[config.mk]
export PLATFORM = sky130hd
export DESIGN_NAME = slot_fetch_seq
export DESIGN_NICKNAME = d
export VERILOG_FILES = /design/src/rtl/slot_fetch_pkg.sv /design/src/rtl/slot_fetch_dp.sv /design/src/rtl/slot_fetch_ctrl.sv /design/src/rtl/slot_fetch_seq.sv
export SDC_FILE = /design/constraint.sdc
export NUM_CORES = 1
export LEC_CHECK = 0
export CELL_PAD_IN_SITES_DETAIL_PLACEMENT = 1
export CELL_PAD_IN_SITES_GLOBAL_PLACEMENT = 2
export CORE_MARGIN = 2
export CORE_UTILIZATION = 31
export CTS_BUF_LIST = sky130_fd_sc_hd__clkbuf_4
export DETAILED_ROUTE_END_ITERATION = 8
export GPL_TIMING_DRIVEN = 0
export PLACE_DENSITY_LB_ADDON = 0.1
export SLEW_MARGIN = 30
export SYNTH_ARGS = -nofsm -noshare
export SYNTH_HDL_FRONTEND = slang
export SYNTH_HIERARCHICAL = 1
export SYNTH_SLANG_ARGS = --single-unit
[constraint.sdc]
create_clock -name clk -period 4.6 [get_ports clk]
set_input_delay 0.69 -clock clk [delete_from_list [all_inputs] [get_ports clk]]
set_output_delay 0.69 -clock clk [all_outputs]
set_load 0.01 [all_outputs]
[src/rtl/slot_fetch_pkg.sv]
package slot_fetch_pkg;
  localparam int WORD_W  = 32;
  localparam int SLOT_W  = 5;
  localparam int N_SLOTS = 6;
  localparam int MODE_W  = 2;
  localparam int LIT_W   = WORD_W - MODE_W;
  localparam int IDX_W   = $clog2(N_SLOTS);

  typedef enum logic [MODE_W-1:0] {
    MD_LIT  = 2'b00,
    MD_JMP  = 2'b01,
    MD_LOOP = 2'b10,
    MD_CALL = 2'b11
  } wordMode_e;

  typedef struct packed {
    logic loadWord;
    logic pcInc;
    logic pcJump;
    logic slotClr;
    logic slotInc;
    logic cntDec;
  } dpCtl_t;
endpackage

[src/rtl/slot_fetch_dp.sv]
module slot_fetch_dp
  import slot_fetch_pkg::*;
#(
  parameter int ADDR_W = 16,
  parameter int CNT_W  = 16
) (
  input  logic              clk,
  input  logic              rstN,
  input  dpCtl_t            ctl,
  input  logic [WORD_W-1:0] memData,
  input  logic [CNT_W-1:0]  loopCount,
  output logic [ADDR_W-1:0] memAddr,
  output logic [ADDR_W-1:0] retAddr,
  output logic [SLOT_W-1:0] opCode,
  output logic [WORD_W-1:0] litData,
  output wordMode_e         wordMode,
  output logic              slotLast,
  output logic              cntMore
);
  localparam logic [IDX_W-1:0] SLOT_LAST = IDX_W'(N_SLOTS - 1);

  logic [ADDR_W-1:0] pc;
  logic [WORD_W-1:0] wordReg;
  logic [IDX_W-1:0]  slotIdx;
  logic [CNT_W-1:0]  loopCnt;
  logic [SLOT_W-1:0] slotField [N_SLOTS];

  // slot 0 sits just below the mode field, later slots descend
  for (genvar g = 0; g < N_SLOTS; g++) begin : g_slot
    assign slotField[g] = wordReg[LIT_W - SLOT_W*(g+1) +: SLOT_W];
  end

  always_ff @(posedge clk or negedge rstN) begin
    if (!rstN) begin
      pc      <= '0;
      wordReg <= '0;
      slotIdx <= '0;
      loopCnt <= '0;
    end else begin
      if (ctl.loadWord) begin
        wordReg <= memData;
        loopCnt <= loopCount;
      end
      if (ctl.slotClr)      slotIdx <= '0;
      else if (ctl.slotInc) slotIdx <= slotIdx + 1'b1;
      if (ctl.cntDec)       loopCnt <= loopCnt - 1'b1;
      if (ctl.pcJump)       pc <= wordReg[ADDR_W-1:0];
      else if (ctl.pcInc)   pc <= pc + 1'b1;
    end
  end

  assign memAddr  = pc;
  assign retAddr  = pc + 1'b1;
  assign opCode   = slotField[slotIdx];
  assign litData  = {{MODE_W{1'b0}}, wordReg[LIT_W-1:0]};
  assign wordMode = wordMode_e'(wordReg[WORD_W-1 -: MODE_W]);
  assign slotLast = (slotIdx == SLOT_LAST);
  assign cntMore  = (loopCnt > CNT_W'(1));
endmodule

[src/rtl/slot_fetch_ctrl.sv]
module slot_fetch_ctrl
  import slot_fetch_pkg::*;
(
  input  logic      clk,
  input  logic      rstN,
  input  wordMode_e fetchMode,
  input  wordMode_e wordMode,
  input  logic      slotLast,
  input  logic      cntMore,
  input  logic      exReady,
  output dpCtl_t    ctl,
  output logic      memRd,
  output logic      opValid,
  output logic      litValid,
  output logic      retPush
);
  typedef enum logic [2:0] {ST_REQ, ST_LOAD, ST_LIT, ST_BRANCH, ST_ISSUE} state_e;
  state_e state, stateNxt;

  always_ff @(posedge clk or negedge rstN) begin
    if (!rstN) state <= ST_REQ;
    else       state <= stateNxt;
  end

  always_comb begin
    ctl      = '0;
    stateNxt = state;
    memRd    = 1'b0;
    opValid  = 1'b0;
    litValid = 1'b0;
    retPush  = 1'b0;
    unique case (state)
      ST_REQ: begin
        memRd    = 1'b1;
        stateNxt = ST_LOAD;
      end
      ST_LOAD: begin
        ctl.loadWord = 1'b1;
        ctl.slotClr  = 1'b1;
        case (fetchMode)
          MD_LIT:  stateNxt = ST_LIT;
          MD_LOOP: stateNxt = ST_ISSUE;
          default: stateNxt = ST_BRANCH;
        endcase
      end
      ST_LIT: begin
        litValid = 1'b1;
        if (exReady) begin
          ctl.pcInc = 1'b1;
          stateNxt  = ST_REQ;
        end
      end
      ST_BRANCH: begin
        retPush    = (wordMode == MD_CALL);
        ctl.pcJump = 1'b1;
        stateNxt   = ST_REQ;
      end
      ST_ISSUE: begin
        opValid = 1'b1;
        if (exReady) begin
          if (!slotLast) begin
            ctl.slotInc = 1'b1;
          end else if (cntMore) begin
            ctl.cntDec  = 1'b1;
            ctl.slotClr = 1'b1;
          end else begin
            ctl.pcInc = 1'b1;
            stateNxt  = ST_REQ;
          end
        end
      end
      default: stateNxt = ST_REQ;
    endcase
  end
endmodule

[src/rtl/slot_fetch_seq.sv]
module slot_fetch_seq
  import slot_fetch_pkg::*;
#(
  parameter int ADDR_W = 16,
  parameter int CNT_W  = 16
) (
  input  logic              clk,
  input  logic              rstN,
  output logic              memRd,
  output logic [ADDR_W-1:0] memAddr,
  input  logic [WORD_W-1:0] memData,
  input  logic [CNT_W-1:0]  loopCount,
  output logic              opValid,
  output logic [SLOT_W-1:0] opCode,
  input  logic              exReady,
  output logic              litValid,
  output logic [WORD_W-1:0] litData,
  output logic              retPush,
  output logic [ADDR_W-1:0] retAddr
);
  dpCtl_t    ctl;
  wordMode_e wordMode;
  wordMode_e fetchMode;
  logic      slotLast;
  logic      cntMore;

  assign fetchMode = wordMode_e'(memData[WORD_W-1 -: MODE_W]);

  slot_fetch_ctrl u_ctrl (
    .clk(clk), .rstN(rstN), .fetchMode(fetchMode), .wordMode(wordMode),
    .slotLast(slotLast), .cntMore(cntMore), .exReady(exReady), .ctl(ctl),
    .memRd(memRd), .opValid(opValid), .litValid(litValid), .retPush(retPush)
  );

  slot_fetch_dp #(.ADDR_W(ADDR_W), .CNT_W(CNT_W)) u_dp (
    .clk(clk), .rstN(rstN), .ctl(ctl), .memData(memData), .loopCount(loopCount),
    .memAddr(memAddr), .retAddr(retAddr), .opCode(opCode), .litData(litData),
    .wordMode(wordMode), .slotLast(slotLast), .cntMore(cntMore)
  );
endmodule

# After elaboration in Yosys (flattened, before gate mapping)
# Cells that the tools add are included.
totals:
  ff_bits: 70
  out_inout_bits: 73
  in_bits: 51
  wordCells: 60
op_classes:
  addsub: 3
  n_eq_ne: 11
  bitwise_logic: 1
  order_cmp: 2
  muxes: 32
  reduce_logical: 6
op_table:
  columns: ["op", "n"]
  rows:
  - ["two-way mux 16 bit", 4]
  - ["two-way mux 3 bit", 7]
  - ["adder 16 x 1 -> 16 bit (second input constant)", 1]
  - ["greater-than comparator 16 x 1 -> 1 bit (second input constant)", 1]
  - ["subtractor 16 x 1 -> 16 bit (second input constant)", 1]
  - ["binary-select mux 5 bit (select 3 bit)", 1]
  - ["two-way mux 1 bit", 13]
  - ["case mux 3 bit (4 select lines)", 1]
  - ["two-way mux 5 bit", 2]
  - ["== test 3 x 2 -> 1 bit (second input constant)", 2]
  - ["== test 3 bit (second input constant)", 2]
  - ["!= test 2 bit (second input constant)", 3]
  - ["case mux 3 bit (2 select lines)", 1]
  - ["nonzero test 2 bit", 3]
  - ["== test 2 bit (second input constant)", 2]
  - ["greater-or-equal comparator 4 bit (second input constant)", 1]
  - ["inverter 3 -> 4 bit", 1]
  - ["case mux 1 bit (2 select lines)", 2]
  - ["AND reduction 4 bit", 1]
  - ["adder 3 x 1 -> 3 bit (second input constant)", 1]
  - ["== test 3 x 1 -> 1 bit (second input constant)", 1]
  - ["logical NOT 3 bit", 1]
  - ["logical NOT 2 bit", 1]
  - ["two-way mux 2 bit", 1]
  - ["!= test 2 x 1 -> 1 bit (second input constant)", 1]

# Logic depth before layout (Yosys ltp)
# Gate-level depths: netlist of the first run.
depth:
  depth_word: 7
  ltp_mapped: 11
  ltp_nobuf: 10

# Modules after synthesis
# Netlist of the first run, hierarchy kept.
modules_own_cells:
  columns: ["mod", "cells_per_inst", "n_inst", "area_each_um2", "seq_area_each_um2"]
  rows:
  - ["slot_fetch_dp", 354, 1, 3689.8, 1676.6]
  - ["slot_fetch_ctrl", 23, 1, 203.9, 75.1]

# Worst setup path after synthesis of the first run
# No wires, ideal clock.
synth_path:
  path_kind: "reg2reg"
  startpoint: "reg u_dp.loopCnt[10]"
  endpoint: "reg u_dp.pc[15], in the netlist u_dp/memAddr[15]"
  t_arrival_ns: 2.828
  path_buffers: 1
  required_time_ns: 4.518
  path_stages_with_launch: 11
  setup_time_ns: 0.082
  synth_period_minus_slack_ns: 2.910
  path_slack_ns: 1.690
  cell_sequence: "dfrtp_1 -> nor4_2 -> nand2_1 -> or4_1 -> and3b_1 -> a22o_1 -> buf_2 -> and3_2 -> nand3_1 -> or4_1 -> a31oi_1"
synth_lines:
  columns: ["item", "line", "rtl"]
  rows:
  - ["start, declared", "slot_fetch_dp.sv:25", "logic [CNT_W-1:0] loopCnt;"]
  - ["start signal, assigned", "slot_fetch_dp.sv:42", "loopCnt <= loopCount;"]
  - ["start signal, assigned", "slot_fetch_dp.sv:46", "if (ctl.cntDec) loopCnt <= loopCnt - 1'b1;"]
  - ["end signal, assigned", "slot_fetch_dp.sv:47", "if (ctl.pcJump) pc <= wordReg[ADDR_W-1:0];"]
  - ["end signal, assigned", "slot_fetch_dp.sv:48", "else if (ctl.pcInc) pc <= pc + 1'b1;"]
  - ["end, declared", "slot_fetch_dp.sv:22", "logic [ADDR_W-1:0] pc;"]

==> impl_metrics.py, run 1 <==
metrics = {
    "routing": {
        "drtPass1Iterations": 4,
        "routed_via_density": 4.96,
        "wl_per_cell_microns": 17.5,
        "via_count": 3391,
        "top_layer": "met4",
        "routed_wl_mm": 12.0,
        "drt_iter0_drc": 157,
        "drc": 0,
        "ant_nets": 0,
        "wl_met2_mm": 5.73,
        "dr_wl_met3_microns": 533,
        "wl_met1_mm": 5.62,
    },
    "worst_setup_path": {
        "worstReg2RegEnd": "u_dp/memAddr[15]",
        "cp.required_ns": 4.95,
        "cp-start-kind": "register",
        "rr_startpoint": "u_dp/loopCnt[10]",
        "cp_max_fo": 9,
        "arrival_ns": 3.80,
        "critPathKind": "reg2reg",
        "rrSetupSlack_ns": 1.15,
        "end_kind": "register",
        "reg2reg_depth": 10,
    },
    "logic_synthesis": {
        "synth_mux_area_frac": 0.137,
        "yosysTopAreaCell": "dfrtp_1",
        "synth-compound-area-share": 0.103,
        "postSynthAreaPerCell_sq_um": 10.3,
        "synth_edf_count": 0,
        "yosysSeqAreaShare": 0.450,
        "synth_area_leaders": "dfrtp_1, mux2_2, nand2_1",
        "yosysTopAreaCellShare": 0.450,
        "async_reset_ff_frac": 1.00,
        "synthAdderAreaFrac": 0.0161,
        "yosys.area_share.simple": 0.176,
        "yosys_register_bits": 70,
        "synth_top_family_by_area": "simple AND/OR/NAND/NOR gates",
        "synth_xor_area_frac": 0.0652,
        "yosysUniqueCellTypes": 56,
        "synth_warnings": 6,
        "netlist_area_sq_mm": 0.00389,
        "ys.flop_type": "dfrtp_1",
        "synth_cells": 377,
    },
    "timing": {
        "hold_slack_ns": 0.162,
        "layout_setup_ws_ns": 1.15,
        "clock_skew_ns": 0.0194,
        "setup_viol": 0,
        "tns_ns": 0,
        "finalCritPeriodShare": 0.749,
        "drv_slew": 0,
        "rsz0062_at_grt": "false",
        "final_hold_viol_count": 0,
        "max_freq_mhz": 290,
        "period_minus_slack_ns": 3.45,
        "maxSlewHeadroom": 0.580,
        "worstMarginPinSlew_ns": 0.630,
    },
    "placement": {
        "numPortBuffers": 121,
        "gp_congestion": 0.803,
        "preCtsSetupSlack_ns": 1.19,
        "dpl_cell_area_sq_mm": 0.00534,
        "post-dp-hpwl_mm": 9.14,
        "placedCellCount": 668,
    },
    "job": {
        "cap_viol_max_count": 0,
    },
    "cts": {
        "cts_made_buffers": 9,
        "clk_latency_ns": 0.43,
        "cts_tree": "yes",
        "htreeDepth": 3,
        "cts_buffer_depth": 2,
        "post_cts_buffers": 0,
        "root_buffer": "clkbuf_4",
        "clock_sinks": 70,
        "path_clk_slew_ns": 0.13,
        "cts_resized": 0,
        "cts-hold-fix-buffers": 0,
    },
    "pwr": {
        "p_leak_nw": 2.16,
        "p_clk_frac": 0.104,
        "internal-power_mw": 2.27,
        "ir_drop_mv": 0.288,
        "powerDensity_mw_per_mm2": 698,
        "power_mw": 3.82,
        "p_switching_mw": 1.55,
        "power_frac_seq": 0.339,
        "switching_share": 0.406,
        "power_frac_comb": 0.557,
    },
    "global_route": {
        "grt_overflow": 0,
        "grt_pass1_vias": 3433,
        "grt_util_all_layers": 0.186,
        "grt_antenna_before_repair": 0,
        "grt_first_pass_wirelength_mm": 19.1,
        "grt_max_degree": 47,
    },
    "floorplan": {
        "rows": 40,
        "ios": 124,
        "start_util": 0.321,
        "die_area_sq_mm": 0.0135,
        "coreArea_sq_mm": 0.0121,
        "die-width_microns": 116,
        "dieHeight_microns": 116,
    },
    "outcome": {
        "status": "finished, final reports clean",
    },
    "cells_and_area": {
        "fin_area_sq_mm": 0.00547,
        "area_delta_synth_final_pct": 40.5,
        "final_common_cell": "clkdlybuf4s50_1",
        "final_cell_mix": "clkdlybuf4s50_1, dfrtp_1, nand2_1",
        "multi_input_area_sq_mm": 0.00194,
        "diodes": 0,
        "fin_nets": 567,
        "seq_area_sq_mm": 0.00175,
        "fillers": 1397,
        "utilization": 0.452,
        "finalNonFillerCells": 684,
        "drive_gt1_frac": 0.153,
    },
    "worst_hold_path": {
        "min_path_type": "in2async",
    },
}
==> worst max-delay path by stage <==
stage                       endpoint        startpoint  depth (start not counted)
floorplan           u_dp/memAddr[15]  u_dp/loopCnt[10]                         10
global placement     u_dp/loopCnt[9]              rstN                          1
detailed placement  u_dp/memAddr[15]  u_dp/loopCnt[10]                         10
CTS                 u_dp/memAddr[15]  u_dp/loopCnt[10]                         10
global route        u_dp/memAddr[15]  u_dp/loopCnt[10]                         10
finish              u_dp/memAddr[15]  u_dp/loopCnt[10]                         10
==> critical path, cell delays in order, from the launching register on <==
cell and delay [ns]:
dfrtp_1 0.45, nor4_2 0.46, nand2_1 0.20, or4_1 0.55
and3b_1 0.26, a22o_1 0.16, buf_2 0.22, and3_2 0.26
nand3_1 0.19, or4_1 0.44, a31oi_1 0.17
==> Yosys cell counts, types with 3 or more instances <==
| master | instances |
|---|---|
| a211oi_1 | 6 |
| a21oi_1 | 6 |
| a22oi_1 | 3 |
| and3_1 | 5 |
| and3_2 | 4 |
| and4_1 | 4 |
| buf_2 | 5 |
| buf_4 | 5 |
| buf_6 | 3 |
| clkbuf_1 | 10 |
| dfrtp_1 | 70 |
| ha_1 | 5 |
| inv_1 | 16 |
| mux2_2 | 32 |
| mux2i_1 | 6 |
| mux4_2 | 5 |
| nand2_1 | 37 |
| nand2b_1 | 3 |
| nand3_1 | 17 |
| nand4_1 | 9 |
| nor2_1 | 24 |
| nor3_1 | 4 |
| o211ai_1 | 4 |
| o21ai_0 | 10 |
| o21ai_1 | 8 |
| o22ai_1 | 7 |
| or3_1 | 3 |
| or4_1 | 4 |
| xnor2_1 | 14 |
| xor2_1 | 15 |
==> power groups by stage <==
stage / registers, mW / clock network, mW / logic (mW)
2_1_floorplan: 1.29 / 0 / 1.06
3_3_place_gp: 1.30 / 0 / 2.11
3_5_place_dp: 1.31 / 0 / 2.15
4_1_cts: 1.30 / 0.411 / 2.16
5_1_grt: 1.36 / 0.444 / 2.32
6_report: 1.30 / 0.398 / 2.13
==> flip-flops by register name, summed over array words and instances, names as in the netlist <==
name,count
u_dp/loopCnt,16
u_ctrl/state,3
u_dp/wordReg,32
u_dp/slotIdx,3
u_dp/memAddr,16
==> cell type report <==
| type | instances | share of cell area |
|---|---|---|
| timing repair buffer | 122 | 0.226 |
| tap | 168 | 0.0384 |
| clock buffer | 10 | 0.0137 |
| sequential | 70 | 0.320 |
| clock inverter | 6 | 0.00960 |
| multi-input combinational | 267 | 0.355 |
| buffer | 24 | 0.0252 |
| inverter | 17 | 0.0117 |
==> layer usage <==
metal,vias up,track usage
li1,1626,-
met1,1675,0.257
met2,83,0.300
met3,7,0.0408
met4,0,0.0452
met5,-,0
==> kinds of logic (layout without fill, tap and decap cells) <==
logic type      Yosys count  in the layout
compound gates           60             60
fa+ha+maj                 5              5
mux                      43             43
other cells               1              2
buf+inv                  41            179
flops                    70             70
xor+xnor                 29             29
simple gates            128            128
Note: power is estimated with default switching activity, not from simulation.
==> run 2, diff against run 1 <==
--- a/config.mk
+++ b/config.mk
@@ -8,7 +8,7 @@
 export CELL_PAD_IN_SITES_DETAIL_PLACEMENT = 1
 export CELL_PAD_IN_SITES_GLOBAL_PLACEMENT = 2
 export CORE_MARGIN = 2
-export CORE_UTILIZATION = 31
+export CORE_UTILIZATION = 29
 export CTS_BUF_LIST = sky130_fd_sc_hd__clkbuf_4
 export DETAILED_ROUTE_END_ITERATION = 8
 export GPL_TIMING_DRIVEN = 0
==> constraint.sdc (replaced) <==
create_clock -name clk -period 3.2 [get_ports clk]
set_input_delay 0.48 -clock clk [delete_from_list [all_inputs] [get_ports clk]]
set_output_delay 0.48 -clock clk [all_outputs]
set_load 0.01 [all_outputs]
==> run 2 against run 1 <==
Against the previous run: clock power rose by 41%; first-iteration DRC count is 5.1% lower; worst setup slack lost 1.0 ns; final cell count grew 1.9%; non-clock buffer count increased by 5; register-to-register slack worse by 1.0 ns; wire length increased by 4.8%; sequential cell count unchanged; core utilization shrank 3.0 points.
==> impl_metrics.py, run 2 (synthesis gave the netlist of run 1 again) <==
metrics = {
    "worst_setup_path": {
        "critPathTopFamily": "simple AND/OR/NAND/NOR gates",
        "path_cells": "nor4_4, nand2_2, or4_1, and3b_1, a22o_1, buf_6, and3_4, nand3_2, or4_1, a31oi_1",
        "cp-start-kind": "register",
        "end_kind": "register",
        "path_buf_inv": 1,
        "arrival_ns": 3.40,
        "cp_max_fo": 9,
        "slowest_stage": "or4_1",
        "cpMostUsedCell": "or4_1",
        "cp.required_ns": 3.56,
        "rrSetupSlack_ns": 0.15,
        "reg2reg_depth": 10,
        "rr_startpoint": "u_dp/loopCnt[10]",
        "cpPeakStageDelay_ns": 0.53,
        "worstReg2RegEnd": "u_dp/memAddr[15]",
        "critPathKind": "reg2reg",
    },
    "timing": {
        "final_hold_viol_count": 0,
        "finalCritPeriodShare": 0.952,
        "period_minus_slack_ns": 3.05,
        "rsz0062_at_grt": "false",
        "drv_slew": 0,
        "worstMarginPinSlew_ns": 0.625,
        "maxSlewHeadroom": 0.583,
        "clock_skew_ns": 0.0142,
        "max_freq_mhz": 328,
        "tns_ns": 0,
        "setup_viol": 0,
    },
    "worst_hold_path": {
        "min_to": "u_dp/wordReg[30]",
        "min_from": "u_dp/wordReg[30]",
        "min_path_type": "reg2reg",
        "min_delay_path_depth": 1,
    },
    "cts": {
        "clock_sinks": 70,
        "root_buffer": "clkbuf_4",
        "cts_tree": "yes",
        "cts_buffer_depth": 2,
        "htreeDepth": 3,
        "clk_latency_ns": 0.42,
        "path_clk_slew_ns": 0.12,
        "cts_made_buffers": 9,
    },
    "cells_and_area": {
        "area_delta_synth_final_pct": 42.8,
        "final_cell_mix": "clkdlybuf4s50_1, dfrtp_1, nand2_1",
        "multi_input_area_sq_mm": 0.00198,
        "fillers": 1490,
        "fin_nets": 572,
        "utilization": 0.421,
        "drive_gt1_frac": 0.171,
        "largest-register": "u_dp/wordReg",
        "seq_area_sq_mm": 0.00175,
        "final_common_cell": "clkdlybuf4s50_1",
        "diodes": 0,
        "largest_register_ffs": 32,
    },
    "floorplan": {
        "coreArea_sq_mm": 0.0132,
        "die_area_sq_mm": 0.0144,
        "ios": 124,
        "start_util": 0.295,
        "die-width_microns": 120,
        "rows": 42,
        "dieHeight_microns": 120,
    },
    "placement": {
        "numPortBuffers": 121,
        "post-dp-hpwl_mm": 9.51,
        "gp_congestion": 0.817,
    },
    "global_route": {
        "grt_first_pass_wirelength_mm": 20.2,
        "grt_pass1_vias": 3661,
        "grt_util_all_layers": 0.181,
        "grtUsageMet2": 0.288,
        "met1_usage": 0.247,
        "met3_usage": 0.0433,
        "grt_antenna_before_repair": 0,
        "grt_overflow": 0,
        "grt_max_degree": 37,
        "busiest_layer": "met2",
    },
    "routing": {
        "drtPass1Iterations": 4,
        "via_count": 3411,
        "wl_per_cell_microns": 18.0,
        "routed_wl_mm": 12.5,
        "ant_nets": 0,
        "routed_via_density": 4.89,
        "drc": 0,
        "drt_iter0_drc": 149,
    },
    "outcome": {
        "status": "finished, final reports clean",
    },
    "pwr": {
        "ir_drop_mv": 0.369,
        "power_mw": 5.57,
        "powerDensity_mw_per_mm2": 1000,
        "p_leak_nw": 2.19,
    },
    "job": {
        "cap_viol_max_count": 0,
    },
}
## run 2: cell count changes in the layout (fill, tap and decap cells not counted), sizes merged
cell         change
clkbuf           -1
dlygate4sd3      +1
buf              +5
## run 2: per-layer routing
metal | routed length (microns) | up-vias | part of all wire
met2 | 5870 | 81 | 0.47
met4 | 148 | 0 | 0.012
met5 | 0 | - | 0
met1 | 5880 | 1686 | 0.47
li1 | - | 1633 | -
met3 | 648 | 11 | 0.052
## run 2: worst max path at each step
| stage | start | end | slack, ns | cells past startpoint |
|---|---|---|---|---|
| 3_5_place_dp | u_dp/loopCnt[10] | u_dp/memAddr[15] | -0.18 | 10 |
| 5_1_grt | u_dp/loopCnt[10] | u_dp/memAddr[15] | 0.02 | 10 |
| 4_1_cts | u_dp/memAddr[0] | retAddr[14] | 0.03 | 6 |
| 6_report | u_dp/loopCnt[10] | u_dp/memAddr[15] | 0.15 | 10 |
| 3_3_place_gp | rstN | u_dp/loopCnt[11] | -1.04 | 1 |
| 2_1_floorplan | u_dp/loopCnt[10] | u_dp/memAddr[15] | 0.29 | 10 |
## run 2: cell type report
cell class              instances  area share
plain buffers                  23      0.0252
clock buffers                  10      0.0135
clock inverters                 6     0.00945
inverters                      17      0.0115
multi-input cells             267       0.356
flip-flops and latches         70       0.316
well taps                     176      0.0396
repair buffers                128       0.230
## run 2: metrics by stage
| step | instance area (sq um) | worst slack, ns | hold WS (ns) | instances |
|---|---|---|---|---|
| finish | 5560 | 0.153 | 0.518 | 697 |
| CTS | 5520 | 0.0270 | 0.522 | 694 |
| global route | 5560 | 0.0211 | 0.538 | 697 |
| global placement | 5330 | -1.04 | 0.482 | 675 |
| floorplan | 3900 | 0.290 | 0.184 | 378 |
| detailed placement | 5350 | -0.176 | 0.484 | 676 |
## run 2: where the power goes
part	leakage [nW]	switching [mW]	internal (mW)	total [mW]
clock	0.0750	0.322	0.238	0.560
sequential	0.833	0.577	1.33	1.90
combinational	1.29	1.38	1.73	3.11
total	2.19	2.28	3.30	5.57
## run 2: timing repair
item                                   4_1_cts  5_1_grt
buffers inserted                             1        4
gates resized for setup                      6        4
cloned                                       0        0
hold buffers                                 1        0
endpoints found under the hold margin        7        0
pin swaps                                    1        2
setup endpoints to repair                    2        6
==> run 3, diff against run 2 <==
--- a/config.mk
+++ b/config.mk
@@ -7,8 +7,8 @@
 export LEC_CHECK = 0
 export CELL_PAD_IN_SITES_DETAIL_PLACEMENT = 1
 export CELL_PAD_IN_SITES_GLOBAL_PLACEMENT = 2
-export CORE_MARGIN = 2
-export CORE_UTILIZATION = 29
+export CORE_MARGIN = 3
+export CORE_UTILIZATION = 25
 export CTS_BUF_LIST = sky130_fd_sc_hd__clkbuf_4
 export DETAILED_ROUTE_END_ITERATION = 8
 export GPL_TIMING_DRIVEN = 0
==> run 3 against run 2 <==
Against the previous run: via count is 0.12% higher; clock-buffer cell count is 2 higher; clock skew is 0.0058 ns higher; first-iteration DRC count stayed put; non-clock buffer count is 3 lower; sequential power hardly changed; wire length is 1.0% higher; core utilization is 4.7 points lower; sequential share of layout area is 0.057 points lower; critical path depth stayed put; global-route usage is 2.9 points lower; worst setup slack worse by 0.063 ns.
==> impl_metrics.py, run 3 (synthesis gave the netlist of run 1 again) <==
metrics = {
    "timing": {
        "clock_skew_ns": 0.0200,
        "final_hold_viol_count": 0,
        "worstMarginPinSlew_ns": 0.640,
        "drv_slew": 0,
        "period_minus_slack_ns": 3.11,
        "rsz0062_at_grt": "true",
        "max_freq_mhz": 322,
        "maxSlewHeadroom": 0.573,
        "setup_viol": 0,
        "finalCritPeriodShare": 0.972,
    },
    "cts": {
        "htreeDepth": 3,
        "cts_buffer_depth": 2,
        "cts_made_buffers": 9,
        "path_clk_slew_ns": 0.13,
        "cts_tree": "yes",
        "clock_sinks": 70,
        "clk_latency_ns": 0.45,
        "root_buffer": "clkbuf_4",
    },
    "floorplan": {
        "dieHeight_microns": 131,
        "rows": 44,
        "die_area_sq_mm": 0.0171,
        "ios": 124,
        "coreArea_sq_mm": 0.0149,
        "start_util": 0.262,
        "die-width_microns": 131,
    },
    "cells_and_area": {
        "drive_gt1_frac": 0.170,
        "final_common_cell": "clkdlybuf4s50_1",
        "area_delta_synth_final_pct": 43.0,
        "largest_register_ffs": 32,
        "fin_nets": 569,
        "largest-register": "u_dp/wordReg",
        "utilization": 0.375,
        "final_cell_mix": "clkdlybuf4s50_1, dfrtp_1, nand2_1",
    },
    "worst_setup_path": {
        "cpPeakStageDelay_ns": 0.55,
        "cp-start-kind": "register",
        "end_kind": "register",
        "critPathTopFamily": "simple AND/OR/NAND/NOR gates",
        "path_cells": "nor4_4, nand2_2, or4_1, and3b_1, a22o_1, buf_6, and3_4, nand3_2, or4_1, a31oi_1",
        "cp.required_ns": 3.57,
        "slowest_stage": "or4_1",
        "cp_max_fo": 9,
        "cpMostUsedCell": "or4_1",
        "critPathKind": "reg2reg",
        "arrival_ns": 3.48,
        "path_buf_inv": 1,
    },
    "routing": {
        "drt_iter0_drc": 149,
        "drtPass1Iterations": 4,
        "wl_per_cell_microns": 18.0,
        "routed_wl_mm": 12.7,
        "drc": 0,
        "routed_via_density": 4.86,
        "ant_nets": 0,
        "via_count": 3415,
    },
    "pwr": {
        "power_mw": 5.59,
        "ir_drop_mv": 0.364,
        "p_leak_nw": 2.18,
        "powerDensity_mw_per_mm2": 1000,
    },
    "placement": {
        "post-dp-hpwl_mm": 9.61,
        "gp_congestion": 0.782,
        "numPortBuffers": 121,
    },
    "outcome": {
        "status": "finished, final reports clean",
    },
    "global_route": {
        "grt_antenna_before_repair": 1,
        "grt_overflow": 0,
        "grt_pass1_vias": 3486,
        "grt_util_all_layers": 0.152,
        "grt_first_pass_wirelength_mm": 19.7,
        "grt_max_degree": 44,
    },
    "worst_hold_path": {
        "min_path_type": "in2async",
    },
    "job": {
        "cap_viol_max_count": 0,
    },
}
==> run 3: through the flow <==
stage,hold slack (ns),setup WS [ns],cells,instance area (sq um),setup TNS (ns)
global route,0.486,-0.0223,703,5570,-0.0248
detailed placement,0.439,-0.232,684,5360,-0.363
finish,0.488,0.0901,703,5570,0
global placement,0.484,-1.06,683,5340,-74.22
CTS,0.455,0.0138,701,5540,0
floorplan,0.184,0.290,378,3900,0
==> run 3: layer usage <==
metal,part of all wire,global-route usage,routed length [microns]
met1,0.47,0.207,5950
met2,0.46,0.233,5880
met3,0.048,0.0354,604
met4,0.019,0.0623,241
met5,0,0,0
==> run 3: where the power goes <==
group / internal, mW / total (mW) / switching (mW)
clock: 0.263 / 0.609 / 0.347
combinational: 1.72 / 3.09 / 1.37
sequential: 1.33 / 1.89 / 0.559
==> run 3: final cells by class <==
| class | count | area (sq um) |
|---|---|---|
| Fill cell | 1675 | 9300 |
| Multi-Input combinational cell | 267 | 1980 |
| Sequential cell | 70 | 1750 |
| Timing Repair Buffer | 125 | 1260 |
| Tap cell | 184 | 230 |
| Buffer | 23 | 140 |
| Clock buffer | 12 | 90.1 |
| Inverter | 17 | 63.8 |
| Clock inverter | 4 | 47.5 |
| Antenna cell | 1 | 2.50 |
==> run 3: timing repair <==
action / CTS / global route
endpoints found under the hold margin: 27 / 0
buffers inserted: 1 / 1
hold buffers: 1 / 0
endpoints found under the setup margin: 4 / 5
gates resized for setup: 5 / 6
pin swaps: 1 / 1
==> run 3: path summary, 6_finish.rpt <==
| path | start | end | slack, ns | cells after the start |
|---|---|---|---|---|
| setup / recovery | u_dp/loopCnt[10] | u_dp/memAddr[15] | 0.09 | 10 |
| hold / removal | rstN | u_dp/wordReg[8] | 0.49 | 2 |
| setup reg to reg | u_dp/loopCnt[10] | u_dp/memAddr[15] | 0.09 | 10 |
| hold reg to reg | u_dp/wordReg[30] | u_dp/wordReg[30] | 0.52 | 1 |
| max in group asynchronous | rstN | u_dp/loopCnt[10] | 2.13 | 3 |
| min in group clk | u_dp/wordReg[30] | u_dp/wordReg[30] | 0.52 | 1 |
